**src/rtl/sat_clamp_pkg.sv**
```systemverilog
package sat_clamp_pkg;

    localparam int unsigned NUM_WIDTHS = 4;
    localparam int unsigned BASE_W     = 8;

    localparam logic [1:0] CLASS_SAT = 2'b10;

    typedef enum logic [1:0] {
        EW_8  = 2'd0,
        EW_16 = 2'd1,
        EW_32 = 2'd2,
        EW_64 = 2'd3
    } elw_e;

    typedef struct packed {
        logic sat_req;
        logic signed_mode;
        logic rec_en;
        logic ovf_en;
        elw_e width;
    } clamp_ctrl_t;

    function automatic int unsigned width_bits(input int unsigned code);
        return BASE_W << code;
    endfunction

    function automatic int unsigned clip_width(input int unsigned code, input int unsigned max_w);
        return (width_bits(code) > max_w) ? max_w : width_bits(code);
    endfunction

endpackage

```
**src/rtl/sat_mode_decode.sv**
```systemverilog
module sat_mode_decode
    import sat_clamp_pkg::*;
(
    input  logic [4:0]  mode,
    input  logic        rec_en,
    input  logic        ovf_en,
    input  logic [1:0]  elw,
    output clamp_ctrl_t ctrl,
    output logic        illegal
);

    always_comb begin
        ctrl.sat_req     = (mode[4:3] == CLASS_SAT);
        ctrl.signed_mode = mode[2];
        ctrl.rec_en      = rec_en;
        ctrl.ovf_en      = ovf_en;
        ctrl.width       = elw_e'(elw);
        illegal          = ctrl.sat_req & ovf_en;
    end

endmodule

```
**src/rtl/sat_bound_gen.sv**
```systemverilog
module sat_bound_gen
    import sat_clamp_pkg::*;
#(
    parameter int unsigned DATA_W = 64,
    localparam int unsigned WIDE_W = DATA_W + 1
) (
    input  clamp_ctrl_t       ctrl,
    input  logic [WIDE_W-1:0] wide,
    output logic [WIDE_W-1:0] hi,
    output logic [WIDE_W-1:0] lo,
    output logic [DATA_W-1:0] mask,
    output logic              carry_w
);

    logic [WIDE_W-1:0] u_hi   [NUM_WIDTHS];
    logic [WIDE_W-1:0] s_hi   [NUM_WIDTHS];
    logic [WIDE_W-1:0] s_lo   [NUM_WIDTHS];
    logic [DATA_W-1:0] w_mask [NUM_WIDTHS];
    logic              w_cy   [NUM_WIDTHS];

    for (genvar g = 0; g < NUM_WIDTHS; g++) begin : g_width
        localparam int unsigned EW = clip_width(g, DATA_W);
        logic [WIDE_W-1:0] top_bit;
        logic [WIDE_W-1:0] half_bit;

        assign top_bit   = WIDE_W'(1) << EW;
        assign half_bit  = WIDE_W'(1) << (EW - 1);
        assign u_hi[g]   = top_bit - WIDE_W'(1);
        assign s_hi[g]   = half_bit - WIDE_W'(1);
        assign s_lo[g]   = ~s_hi[g];
        assign w_mask[g] = u_hi[g][DATA_W-1:0];
        assign w_cy[g]   = wide[EW];
    end

    always_comb begin
        hi      = ctrl.signed_mode ? s_hi[ctrl.width] : u_hi[ctrl.width];
        lo      = ctrl.signed_mode ? s_lo[ctrl.width] : '0;
        mask    = w_mask[ctrl.width];
        carry_w = w_cy[ctrl.width];
    end

endmodule

```
**src/rtl/sat_clamp_select.sv**
```systemverilog
module sat_clamp_select
    import sat_clamp_pkg::*;
#(
    parameter int unsigned DATA_W = 64,
    localparam int unsigned WIDE_W = DATA_W + 1
) (
    input  clamp_ctrl_t       ctrl,
    input  logic [WIDE_W-1:0] wide,
    input  logic [WIDE_W-1:0] hi,
    input  logic [WIDE_W-1:0] lo,
    input  logic [DATA_W-1:0] mask,
    output logic [DATA_W-1:0] value,
    output logic              clamped
);

    logic above;
    logic below;

    always_comb begin
        above = $signed(wide) > $signed(hi);
        below = $signed(wide) < $signed(lo);
        if (!ctrl.sat_req) begin
            value   = wide[DATA_W-1:0] & mask;
            clamped = 1'b0;
        end else if (above) begin
            value   = hi[DATA_W-1:0] & mask;
            clamped = 1'b1;
        end else if (below) begin
            value   = lo[DATA_W-1:0] & mask;
            clamped = 1'b1;
        end else begin
            value   = wide[DATA_W-1:0] & mask;
            clamped = 1'b0;
        end
    end

endmodule

```
**src/rtl/sat_clamp_unit.sv**
```systemverilog
module sat_clamp_unit
    import sat_clamp_pkg::*;
#(
    parameter int unsigned DATA_W = 64
) (
    input  logic              clk,
    input  logic              rst,
    input  logic              in_valid_i,
    input  logic [DATA_W:0]   wide_i,
    input  logic [4:0]        mode_i,
    input  logic              rec_en_i,
    input  logic              ovf_en_i,
    input  logic [1:0]        elw_i,
    output logic              out_valid_o,
    output logic [DATA_W-1:0] out_val_o,
    output logic              sat_flag_o,
    output logic              illegal_o,
    output logic              carry_o,
    output logic              carry32_o
);

    localparam int unsigned WIDE_W = DATA_W + 1;
    localparam int unsigned C32    = (DATA_W > 32) ? 32 : DATA_W - 1;

    clamp_ctrl_t       ctrl;
    logic              illegal_c;
    logic [WIDE_W-1:0] hi;
    logic [WIDE_W-1:0] lo;
    logic [DATA_W-1:0] mask;
    logic              carry_w;
    logic [DATA_W-1:0] value;
    logic              clamped;

    sat_mode_decode i_decode (
        .mode    (mode_i),
        .rec_en  (rec_en_i),
        .ovf_en  (ovf_en_i),
        .elw     (elw_i),
        .ctrl    (ctrl),
        .illegal (illegal_c)
    );

    sat_bound_gen #(.DATA_W(DATA_W)) i_bounds (
        .ctrl    (ctrl),
        .wide    (wide_i),
        .hi      (hi),
        .lo      (lo),
        .mask    (mask),
        .carry_w (carry_w)
    );

    sat_clamp_select #(.DATA_W(DATA_W)) i_select (
        .ctrl    (ctrl),
        .wide    (wide_i),
        .hi      (hi),
        .lo      (lo),
        .mask    (mask),
        .value   (value),
        .clamped (clamped)
    );

    always_ff @(posedge clk) begin
        if (rst) begin
            out_valid_o <= 1'b0;
            out_val_o   <= '0;
            sat_flag_o  <= 1'b0;
            illegal_o   <= 1'b0;
            carry_o     <= 1'b0;
            carry32_o   <= 1'b0;
        end else begin
            out_valid_o <= in_valid_i;
            if (in_valid_i) begin
                out_val_o  <= value;
                sat_flag_o <= ctrl.sat_req & ctrl.rec_en & clamped;
                illegal_o  <= illegal_c;
                carry_o    <= ~ctrl.sat_req & carry_w;
                carry32_o  <= ~ctrl.sat_req & wide_i[C32];
            end
        end
    end

endmodule

```
**config.mk**
```make
export PLATFORM = sky130hd
export DESIGN_NAME = sat_clamp_unit
export DESIGN_NICKNAME = d
export VERILOG_FILES = /design/src/rtl/sat_clamp_pkg.sv /design/src/rtl/sat_mode_decode.sv /design/src/rtl/sat_bound_gen.sv /design/src/rtl/sat_clamp_select.sv /design/src/rtl/sat_clamp_unit.sv
export SDC_FILE = /design/constraint.sdc
export NUM_CORES = 1
export LEC_CHECK = 0
export BUFFER_PORTS_ARGS = -buffer_cell sky130_fd_sc_hd__buf_2
export CORE_MARGIN = 3
export CORE_UTILIZATION = 30
export CTS_CLUSTER_DIAMETER = 50
export DETAILED_ROUTE_END_ITERATION = 8
export MAX_ROUTING_LAYER = met4
export PLACE_DENSITY = 0.5
export RECOVER_POWER = 50
export SLEW_MARGIN = 20
export SYNTH_ARGS = -nofsm -noshare
export SYNTH_HDL_FRONTEND = slang
export SYNTH_SLANG_ARGS = --single-unit
```
**constraint.sdc**
```tcl
create_clock -name clk -period 8.27 [get_ports clk]
set_clock_uncertainty 0.2 [all_clocks]
set_input_delay 0.4135 -clock clk [delete_from_list [all_inputs] [get_ports clk]]
set_output_delay 0.4135 -clock clk [all_outputs]
set_load 0.01 [all_outputs]
```
==> impl_results.md, run 1 <==
* Wire length per cell at 16.7 um
* 1st-pass router iterations at 5
* R2R Setup Slk at 7.19 ns
* Clk_lat worst skew at 0.34 ns
* Initial drt markers at 245
* Setup TNS at 0 ns
* Sequential share of the synthesized area at 0.237
* Final cell area excluding filler cells at 6950 sq um
* Cell count after placement at around 1.0k
* R2R Path Start: out_val_o[7]
* Maximum Capacitance Violations at 0
* Vias in the first global route at 5136
* I/O pins at 146
* Most frequent cells in the layout: 160 x ha_1, 74 x buf_2, 72 x clkbuf_1, 69 x dfxtp_1, 56 x a21oi_1
* Max FO, Critical Path at 24
* Number of synthesized flops with an enable pin at 0
* Hold EP: sat_flag_o
* Nets@finish at 1003
* Total Power at 0.990 mW
* CTS tree: yes
* Synth-to-layout area growth at 19.2%
* Worst hold path type: in -> reg
* Gpl congestion at between 0.7 and 0.8
* Routed WL at 17.2 mm
* Area share of the largest cell type after synthesis at 0.344
* Slowest-stage cell, CP: o31ai_4
* Clock Power Share at 0.357
* Status: finished, final reports clean
* Fmax at 195 MHz
* Seq cells post-synth at a little under 70
* Clock transition at path regs at 0.06 ns
* CTS Root Cell: clkbuf_16
* Sw Ratio at 0.330
* Worst endpoint data arrival time at 5.21 ns
* H-tree levels at 3
* Clock Sinks at 69
* Met2 routed WL at about 7.6 mm
* Area of the core at 18900 sq um
* CP startpoint kind: input port
* Reg power frac at 0.370
* Cell Chain, Critical Path: buf_2 -> inv_1 -> nand2_1 -> nand2_1 -> ha_1 -> nand4bb_1 -> nor4b_2 -> a21oi_1 -> a311oi_1 -> a311oi_1 -> a21o_2 -> o31ai_4 -> o21bai_2 -> nor2_1
* Commonest non-fill, non-tap cell in the layout: ha_1
* Yosys warns at 0
* Hold_buf cts at 0
* Buffers on Ports at 143
* Via/cell ratio at between 5 and 6
* # rows at 50
* Max Slew Vio Count at 0
* Fin crit share at 0.621
* Worst rel slew slack at 0.454
* Top post-synthesis cells by area: ha_1 34%, dfxtp_1 24%, o221a_2 6.0%, a21oi_1 4.8%, nand2_1 3.4%
* Layout cell share with drive strength beyond 1 at 0.176
* Most used flip-flop cell after synthesis: dfxtp_1
* Placed inst area at 6770 sq um
* Gr usage total at 0.168
* Cell taking the most area after synthesis: ha_1
* Worst Tran Pin Value at around 0.82 ns
* Non-Filler Instances at 1033
* Psw at about 0.33 mW
* Kind of end point of the critical path: flop
* PD cells at 143 nW/um^2
* Total CTS buffers at 9
* Post-Syn Area at 5830 sq um
* Setup-failing EPs final at 0
* Min Tclk post-route at slightly above 5 ns
* Die area at 21100 sq um
* Wire length on met3 at 911 um
* Largest net degree at the start of global routing at 38
* First-pass GRT wire length at between 20 and 30 mm
* CP peak stage delay at 0.64 ns
* Setup Buffers After CTS at 0
* CP Class: in -> reg
* Initial antenna violation count at 2
* Post-synth ARST share at 0
* RR Endpoint: out_val_o[7]
* LEAKAGE at 3.13 nW
* RSZ-0062 raised after global routing: false
* DIE HEIGHT at between 100 and 150 um
* # DRC at 0
* Mean Syn Cell Area at 9.22 sq um
* Clock buffer depth at 2
* Mapped Cells at around 630
* Syn_nets at 869
* Internal Pwr Total at 0.664 mW
* Crit path required time at ~8.3 ns
* Hold path cells at 3
* Logic pwr share at 0.273
* Post-CTS sizing at 0
* Worst Hold Launch: rec_en_i
* Total global routing overflow at 0
* R2R depth at 3
* Routed Antenna Nets at 0
* Met1 wire length at 8.43 mm
* Max Used Layer: met4
* Starting Density at 0.308
* Detailed placer's ending HPWL at 13.0 mm
* Fin. Hold Viols at 0
* Peak supply drop at 0.0000840 V
* Chip width at 145 um
* WHS at between 0.1 and 0.15 ns
* Yosys cell types at 60
* Vias at about 5.2k
==> registers in the layout, summed over array words and instances, names as in the netlist <==
name         count
out_val_o       64
carry32_o        1
illegal_o        1
out_valid_o      1
sat_flag_o       1
carry_o          1
==> Yosys cell counts (3+ instances only) <==
master / n
ha_1: 160
dfxtp_1: 69
a21oi_1: 56
nand2_1: 53
nor2_1: 50
o221a_2: 31
nand4_1: 24
o21ai_0: 22
o22ai_1: 17
nand3_1: 15
clkbuf_1: 14
inv_1: 13
nor3_1: 13
a211oi_1: 12
a21o_1: 8
buf_6: 5
a221oi_1: 4
a211o_1: 3
and3_1: 3
buf_1: 3
nor2b_1: 3
nor4_1: 3
o211ai_1: 3
o21ai_1: 3
==> how the worst max path moves through the flow <==
stage	from	endpoint	slack, ns	cells past startpoint
after floorplan	elw_i[0]	out_val_o[33]	2.79	16
after CTS	elw_i[1]	out_val_o[29]	3.04	14
after detailed placement	elw_i[1]	out_val_o[24]	2.68	14
after global placement	elw_i[1]	out_val_o[26]	2.77	14
final	elw_i[1]	out_val_o[26]	3.13	14
after global routing	elw_i[1]	out_val_o[20]	2.63	14
==> cell families after synthesis <==
group                      after synthesis  share of synthesized area
buffers and inverters                   38                     0.0320
DFF                                     69                      0.237
adders and majority gates              160                      0.344
and+or+nand+nor                        180                      0.151
AOI/OAI and AO/OA                      183                      0.231
muxes                                    2                    0.00558
==> critical path: cells and delay by family <==
family                   cells  cell delay, ns
adder cells (fa/ha/maj)      1            0.33
AO/OA/AOI/OAI                6            2.01
buffers and inverters        2            0.89
AND/OR/NAND/NOR              5            1.53
==> power groups by stage <==
| stage | registers, mW | logic, mW | clock network [mW] |
|---|---|---|---|
| 3_5_place_dp | 0.373 | 0.279 | 0 |
| 3_3_place_gp | 0.374 | 0.277 | 0 |
| 6_report | 0.367 | 0.270 | 0.353 |
| 2_1_floorplan | 0.383 | 0.168 | 0 |
| 5_1_grt | 0.369 | 0.311 | 0.385 |
| 4_1_cts | 0.366 | 0.280 | 0.369 |
==> routing by layer <==
layer  vias to the layer above  track usage
li1                       2716            -
met2                       117        0.258
met5                         -            -
met1                      2385        0.221
met4                         0       0.0494
met3                        19       0.0392
==> layout make-up <==
| cell class | count | area [sq um] |
|---|---|---|
| fill | 2016 | 11900 |
| multi-input combinational | 525 | 4260 |
| sequential | 69 | 1380 |
| timing repair buffer | 148 | 667 |
| tap | 260 | 325 |
| clock buffer | 12 | 236 |
| inverter | 13 | 48.8 |
| clock inverter | 4 | 25.0 |
| antenna | 2 | 5.00 |
==> through the flow <==
stage	worst slack (ns)	utilization
floorplan	2.79	-
global placement	2.77	0.358
detailed placement	2.68	0.358
CTS	3.04	0.372
global route	2.63	0.368
finish	3.13	0.368
Note: power is estimated with default switching activity, not from simulation.
==> inputs of run 2 (changes only) <==
--- a/config.mk
+++ b/config.mk
@@ -5,13 +5,14 @@
 export SDC_FILE = /design/constraint.sdc
 export NUM_CORES = 1
 export LEC_CHECK = 0
+export ABC_AREA = 1
 export BUFFER_PORTS_ARGS = -buffer_cell sky130_fd_sc_hd__buf_2
 export CORE_MARGIN = 3
 export CORE_UTILIZATION = 30
 export CTS_CLUSTER_DIAMETER = 50
 export DETAILED_ROUTE_END_ITERATION = 8
 export MAX_ROUTING_LAYER = met4
-export PLACE_DENSITY = 0.5
+export PLACE_DENSITY = 0.49
 export RECOVER_POWER = 50
 export SLEW_MARGIN = 20
 export SYNTH_ARGS = -nofsm -noshare
==> constraint.sdc (replaced) <==
create_clock -name clk -period 5.38 [get_ports clk]
set_clock_uncertainty 0.2 [all_clocks]
set_input_delay 0.269 -clock clk [delete_from_list [all_inputs] [get_ports clk]]
set_output_delay 0.269 -clock clk [all_outputs]
set_load 0.01 [all_outputs]
==> impl_results.md, run 2 <==
* Post-CTS sizing at 0 (unchanged)
* Routed WL at 19.3 mm (was 17.2 mm)
* Maximum Capacitance Violations at 0 (unchanged)
* Crit path required time at 5.37 ns (was 8.34 ns)
* Mean Syn Cell Area at 7.63 sq um (was 9.22 sq um)
* Total CTS buffers at 9 (unchanged)
* Filler cells at 2312 (was 2016)
* # rows at 53 (was 50)
* Worst slack at placement at 1.01 ns (was 2.68 ns)
* Clk_lat worst skew at 0.35 ns (was 0.34 ns)
* CP Class: in -> reg (unchanged)
* Syn_nets at 1098 (was 869)
* Chip width at 154 um (was 145 um)
* CP startpoint kind: input port (unchanged)
* Detailed placer's ending HPWL at 14.6 mm (was 13.0 mm)
* Number of synthesized flops with an enable pin at 0 (unchanged)
* Fin crit share at 0.737
* Area of the core at 21300 sq um (was 18900 sq um)
* Via/cell ratio at 4.76 (was 5.07)
* Largest net degree at the start of global routing at 46 (was 38)
* Clock Power Share at 0.371 (was 0.357)
* CTS Root Cell: clkbuf_16 (unchanged)
* Clock transition at path regs at 0.06 ns (about the same)
* Most frequent cells in the layout: 176 x nand2_1, 160 x ha_1, 94 x a21oi_1, 74 x o21ai_0, 74 x buf_2 (was 160 x ha_1, 74 x buf_2, 72 x clkbuf_1, 69 x dfxtp_1, 56 x a21oi_1)
* Peak supply drop at 0.000144 V (was 0.0000840 V)
* Sw Ratio at 0.341 (was 0.330)
* Synth-to-layout area growth at 18.7% (was 19.2%)
* Status: finished, final reports clean (unchanged)
* Setup-failing EPs final at 0 (unchanged)
* Post-synth ARST share at 0 (unchanged)
* Seq cells post-synth at 69 (unchanged)
* Routed Antenna Nets at 0 (unchanged)
* WHS at 0.0778 ns (was 0.140 ns)
* Worst endpoint data arrival time at 3.96 ns (was 5.21 ns)
* # DRC at 0 (unchanged)
* Kind of end point of the critical path: flop (unchanged)
* Die area at 23700 sq um (was 21100 sq um)
* PD cells at 210 nW/um^2 (was 143 nW/um^2)
* RSZ-0062 raised after global routing: false (unchanged)
* Initial drt markers at 251 (was 245)
* Vias in the first global route at 5956 (was 5136)
* Cell taking the most area after synthesis: ha_1 (unchanged)
* Gr usage total at 0.169 (was 0.168)
* Vias at 6120 (was 5237)
* H-tree levels at 3 (unchanged)
* First-pass GRT wire length at 31.6 mm (was 28.0 mm)
* Area share of the largest cell type after synthesis at 0.305 (was 0.344)
* Post-synth top cells: 176 x nand2_1, 160 x ha_1, 94 x a21oi_1 (was 160 x ha_1, 69 x dfxtp_1, 56 x a21oi_1)
* Starting Density at 0.309 (was 0.308)
* Fmax at about 250 MHz
* Gpl congestion at 0.829 (was 0.800)
* Post-Syn Area at 6570 sq um (was 5830 sq um)
* Worst hold path type: in -> reg (unchanged)
* Final WS setup at 1.41 ns (was 3.13 ns)
* Psw at 0.559 mW (was 0.327 mW)
* Initial antenna violation count at 2 (unchanged)
* Mapped Cells at 861 (was 632)
* Max Slew Vio Count at 0 (unchanged)
* Reg power frac at 0.342 (was 0.370)
* Worst rel slew slack at 0.117 (was 0.454)
* Max reg flops at 64 (unchanged)
* Top post-synthesis cells by area: ha_1 30%, dfxtp_1 21%, nand2_1 10%, a21oi_1 7.2%, o21ai_0 5.6% (was ha_1 34%, dfxtp_1 24%, o221a_2 6.0%, a21oi_1 4.8%, nand2_1 3.4%)
* Most used flip-flop cell after synthesis: dfxtp_1 (unchanged)
* Worst Tran Pin Value at 1.32 ns (was 0.819 ns)
* Nets@finish at 1242 (was 1003)
* Most frequent cell after synthesis: nand2_1 (was ha_1)
* Internal Pwr Total at 1.08 mW (was 0.664 mW)
* Clock Sinks at 69 (unchanged)
* LEAKAGE at 3.73 nW (was 3.13 nW)
* Setup TNS at 0 ns (unchanged)
* Most flop-heavy register: out_val_o (unchanged)
* Yosys warns at 0 (unchanged)
* Buffers on Ports at 143 (unchanged)
* Fin. Hold Viols at 0 (unchanged)
* Commonest non-fill, non-tap cell in the layout: nand2_1 (was ha_1)
* Sequential share of the synthesized area at 0.210 (was 0.237)
* Yosys cell types at 34 (was 60)
* I/O pins at 146 (unchanged)
* 1st-pass router iterations at 4 (was 5)
* DIE HEIGHT at 154 um (was 145 um)
* Clock buffer depth at 2 (unchanged)
* Total global routing overflow at 0 (unchanged)
* Wire length per cell at 15.0 um (was 16.7 um)
* Min Tclk post-route at around 4 ns
* Logic pwr share at 0.287 (was 0.273)
* Max FO, Critical Path at 35 (was 24)
* Layout cell share with drive strength beyond 1 at 0.147 (was 0.176)
* CTS tree: yes (unchanged)
-- run 2: layer usage --
metal / global-route usage / wire, um / share of wire
met2: 0.273 / 8840 / 0.46
met5: - / 0 / 0
met3: 0.0369 / 1090 / 0.057
met1: 0.217 / 9130 / 0.47
met4: 0.0357 / 184 / 0.0096
-- run 2: repair_timing --
| action | 4_1_cts | 5_1_grt |
|---|---|---|
| hold buffers | 10 | 0 |
| setup endpoints to repair | 0 | 0 |
| endpoints found under the hold margin | 10 | 0 |
| setup buffers | 0 | 0 |
-- run 2: cell type report --
type                    instances  area (sq um)  share of cell area
multi-input cells             698          4710               0.604
diodes                          2          5.00            0.000641
clock buffers                  10           229              0.0293
flip-flops and latches         69          1380               0.177
repair buffers                165           832               0.107
well taps                     275           344              0.0441
clock inverters                 6          63.8             0.00818
inverters                      62           235              0.0301
-- run 2: power groups by stage --
stage,clock network [mW],logic (mW),registers (mW)
floorplan,0,0.303,0.587
global placement,0,0.475,0.571
detailed placement,0,0.480,0.571
CTS,0.632,0.488,0.560
global route,0.655,0.550,0.565
finish,0.609,0.471,0.561
-- run 2: kinds of logic after synthesis --
| logic type | count (synthesis) | synth area share |
|---|---|---|
| AO/OA/AOI/OAI | 197 | 0.165 |
| buffers and inverters | 94 | 0.0729 |
| adder cells (fa/ha/maj) | 160 | 0.305 |
| AND/OR/NAND/NOR | 341 | 0.248 |
| flip-flops | 69 | 0.210 |
-- run 2: worst paths after layout --
| path | from | endpoint | slack (ns) | cells past startpoint |
|---|---|---|---|---|
| setup / recovery | elw_i[1] | out_val_o[48] | 1.41 | 19 |
| hold reg to reg | sat_flag_o | sat_flag_o | 0.26 | 2 |
| hold / removal | wide_i[32] | carry32_o | 0.08 | 2 |
| setup reg to reg | out_val_o[32] | out_val_o[32] | 4.48 | 2 |
-- run 2: per-stage QoR --
step / instances / util / total power [mW] / area [sq um]
2_1_floorplan: 861 / - / 0.889 / 6570
3_3_place_gp: 1259 / 0.352 / 1.05 / 7490
3_5_place_dp: 1259 / 0.352 / 1.05 / 7490
4_1_cts: 1285 / 0.370 / 1.68 / 7880
5_1_grt: 1287 / 0.367 / 1.77 / 7800
6_report: 1287 / 0.367 / 1.64 / 7800
-- run 2: worst max-delay path: stages --
cell and delay [ns]:
buf_2 0.27, inv_1 0.54, nand2_1 0.25, nor2_1 0.22, inv_1 0.20, ha_1 0.34, a21oi_1 0.16, nand2_1 0.07
a21oi_1 0.13, nand2_1 0.08, nand2_1 0.07, nand2_1 0.06, nand2_2 0.10, nand2_2 0.07, nand2_2 0.12, nand3_4 0.41
buf_12 0.35, nand3_1 0.11, a21oi_1 0.09
==> inputs of run 3 (changes only) <==
--- a/config.mk
+++ b/config.mk
@@ -5,14 +5,14 @@
 export SDC_FILE = /design/constraint.sdc
 export NUM_CORES = 1
 export LEC_CHECK = 0
-export ABC_AREA = 1
+export ABC_AREA = 0
 export BUFFER_PORTS_ARGS = -buffer_cell sky130_fd_sc_hd__buf_2
 export CORE_MARGIN = 3
 export CORE_UTILIZATION = 30
 export CTS_CLUSTER_DIAMETER = 50
 export DETAILED_ROUTE_END_ITERATION = 8
 export MAX_ROUTING_LAYER = met4
-export PLACE_DENSITY = 0.49
+export PLACE_DENSITY = 0.5
 export RECOVER_POWER = 50
 export SLEW_MARGIN = 20
 export SYNTH_ARGS = -nofsm -noshare
==> constraint.sdc (replaced) <==
create_clock -name clk -period 3.92 [get_ports clk]
set_clock_uncertainty 0.2 [all_clocks]
set_input_delay 0.196 -clock clk [delete_from_list [all_inputs] [get_ports clk]]
set_output_delay 0.196 -clock clk [all_outputs]
set_load 0.01 [all_outputs]
==> impl_results.md, run 3 (same netlist as run 1, synthesis figures left out) <==
* First-pass GRT wire length at 29.0 mm (was 31.6 mm)
* Buffers on Ports at 143 (unchanged)
* Routed WL at 17.9 mm (was 19.3 mm)
* Max reg flops at 64 (unchanged)
* Clock buffer depth at 2 (unchanged)
* Peak supply drop at 0.000203 V (was 0.000144 V)
* Layout cell share with drive strength beyond 1 at 0.213 (was 0.147)
* Fmax at 278 MHz
* Initial antenna violation count at 1 (was 2)
* Max Slew Vio Count at 0 (unchanged)
* Kind of end point of the critical path: flop (unchanged)
* Gpl congestion at 0.818 (was 0.829)
* CP Class: in -> reg (unchanged)
* Via/cell ratio at 5.10 (was 4.76)
* Worst hold path type: in -> reg (unchanged)
* H-tree levels at 3 (unchanged)
* Cell Chain, Critical Path: buf_2 -> and2_4 -> clkinvlp_4 -> buf_4 -> ha_1 -> nand4_1 -> nor4_2 -> nand2_1 -> a311oi_1 -> a311oi_1 -> a21o_2 -> o31ai_4 -> o21ba_4 -> o221a_2 (was buf_2 -> inv_1 -> nand2_1 -> nor2_1 -> inv_1 -> ha_1 -> a21oi_1 -> nand2_1 -> a21oi_1 -> nand2_1 -> nand2_1 -> nand2_1 -> nand2_2 -> nand2_2 -> nand2_2 -> nand3_4 -> buf_12 -> nand3_1 -> a21oi_1)
* Routed Antenna Nets at 0 (unchanged)
* Wire length per cell at 16.7 um (was 15.0 um)
* Nets@finish at 1040 (was 1242)
* Gr usage total at 0.172 (was 0.169)
* CTS Root Cell: clkbuf_16 (unchanged)
* Maximum Capacitance Violations at 0 (unchanged)
* Cell family with the largest share of critical-path delay: compound AO/OA/AOI/OAI gates (was simple AND/OR/NAND/NOR gates)
* CP startpoint kind: input port (unchanged)
* I/O pins at 146 (unchanged)
* 1st-pass router iterations at 4 (unchanged)
* Total global routing overflow at 0 (unchanged)
* Setup TNS at 0 ns (unchanged)
* Setup Buffers After CTS at 0 (unchanged)
* Worst Tran Pin Value at 0.788 ns (was 1.32 ns)
* Finished Core Util at 0.391 (was 0.367)
* # rows at 50 (was 53)
* Cell count after placement at 1042 (was 1259)
* Clk_lat worst skew at 0.34 ns (was 0.35 ns)
* Worst path bufs/invs at 3 (was 4)
* Fin. Hold Viols at 0 (unchanged)
* Vias at 5451 (was 6120)
* Detailed placer's ending HPWL at 13.5 mm (was 14.6 mm)
* Most frequent cells in the layout: 158 x ha_1, 74 x buf_2, 71 x clkbuf_1, 69 x dfxtp_1, 56 x a21oi_1 (was 176 x nand2_1, 160 x ha_1, 94 x a21oi_1, 74 x o21ai_0, 74 x buf_2)
* Total CTS buffers at 9 (unchanged)
* Fin crit share at 0.918
* Min Tclk post-route at 3.60 ns
* Clock transition at path regs at 0.06 ns (about the same)
* Worst endpoint data arrival time at 3.69 ns (was 3.96 ns)
* Commonest non-fill, non-tap cell in the layout: ha_1 (was nand2_1)
* Largest net degree at the start of global routing at 33 (was 46)
* Clock Sinks at 69 (unchanged)
* Crit path required time at 4.02 ns (was 5.37 ns)
* Max FO, Critical Path at 21 (was 35)
* Worst rel slew slack at 0.473 (was 0.117)
* Non-Filler Instances at 1069 (was 1287)
* R2R Setup Slk at 2.84 ns (was 4.48 ns)
* Most flop-heavy register: out_val_o (unchanged)
* Initial drt markers at 212 (was 251)
* DIE HEIGHT at 145 um (was 154 um)
* Setup-failing EPs final at 0 (unchanged)
* Vias in the first global route at 5466 (was 5956)
* Die area at 21100 sq um (was 23700 sq um)
* RSZ-0062 raised after global routing: false (unchanged)
* PD cells at 303 nW/um^2 (was 210 nW/um^2)
* Synth-to-layout area growth at 26.7% (was 18.7%)
* Critical path's most frequent cell: a311oi_1 (was nand2_1)
* LEAKAGE at 3.35 nW (was 3.73 nW)
* CP peak stage delay at 0.46 ns (was 0.54 ns)
* Status: finished, final reports clean (unchanged)
* Chip width at 145 um (was 154 um)
* CTS tree: yes (unchanged)
* Area of the core at 18900 sq um (was 21300 sq um)
* Starting Density at 0.308 (was 0.309)
* Slowest-stage cell, CP: nor4_2 (was inv_1)
* # DRC at 0 (unchanged)
[run 3: worst paths after layout]
path | start | end | depth (start not counted)
worst max-delay path | elw_i[1] | out_val_o[39] | 14
worst min-delay path | wide_i[32] | carry32_o | 3
worst max register to register | out_val_o[7] | out_val_o[7] | 3
worst min register to register | sat_flag_o | sat_flag_o | 2
[run 3: what timing repair did]
item                                   in CTS  in global routing
setup endpoints to repair                   0                 31
endpoints found under the hold margin       9                  0
resized for setup                           0                  3
hold buffers                                9                  0
[run 3: per-stage QoR]
step                hold WS [ns]  area (sq um)  setup slack (ns)  total power, mW
floorplan                  0.160          5890           -0.0987             1.17
global placement           0.252          7050            -0.101             1.41
detailed placement         0.251          7050            -0.114             1.41
CTS                       0.0110          7440             0.250             2.27
global route              0.0203          7380            0.0829             2.39
finish                    0.0293          7380             0.321             2.24
[run 3: power breakdown]
part | total, mW | switching [mW] | internal, mW
clock | 0.845 | 0.318 | 0.528
combinational | 0.620 | 0.362 | 0.258
sequential | 0.774 | 0.0256 | 0.749
total | 2.24 | 0.705 | 1.53
[run 3: worst reg2reg max path, stage by stage (launching register included)]
cell and delay, ns:
dfxtp_1 0.32, nor2_1 0.04, a211o_1 0.28, a211oi_1 0.15
[run 3: cell type report]
class | count | area [sq um]
Multi-Input combinational cell | 526 | 4330
Clock inverter | 3 | 43.8
Fill cell | 2037 | 11500
Antenna cell | 1 | 2.50
Tap cell | 260 | 325
Inverter | 13 | 52.6
Clock buffer | 13 | 260
Sequential cell | 69 | 1380
Timing Repair Buffer | 184 | 988
[run 3: routing by layer]
layer | GRT usage | vias up | wire length (um)
met5 | - | - | 0
met4 | 0.0560 | 0 | 329
met3 | 0.0399 | 22 | 926
met2 | 0.271 | 133 | 8140
met1 | 0.220 | 2521 | 8500
li1 | - | 2775 | -
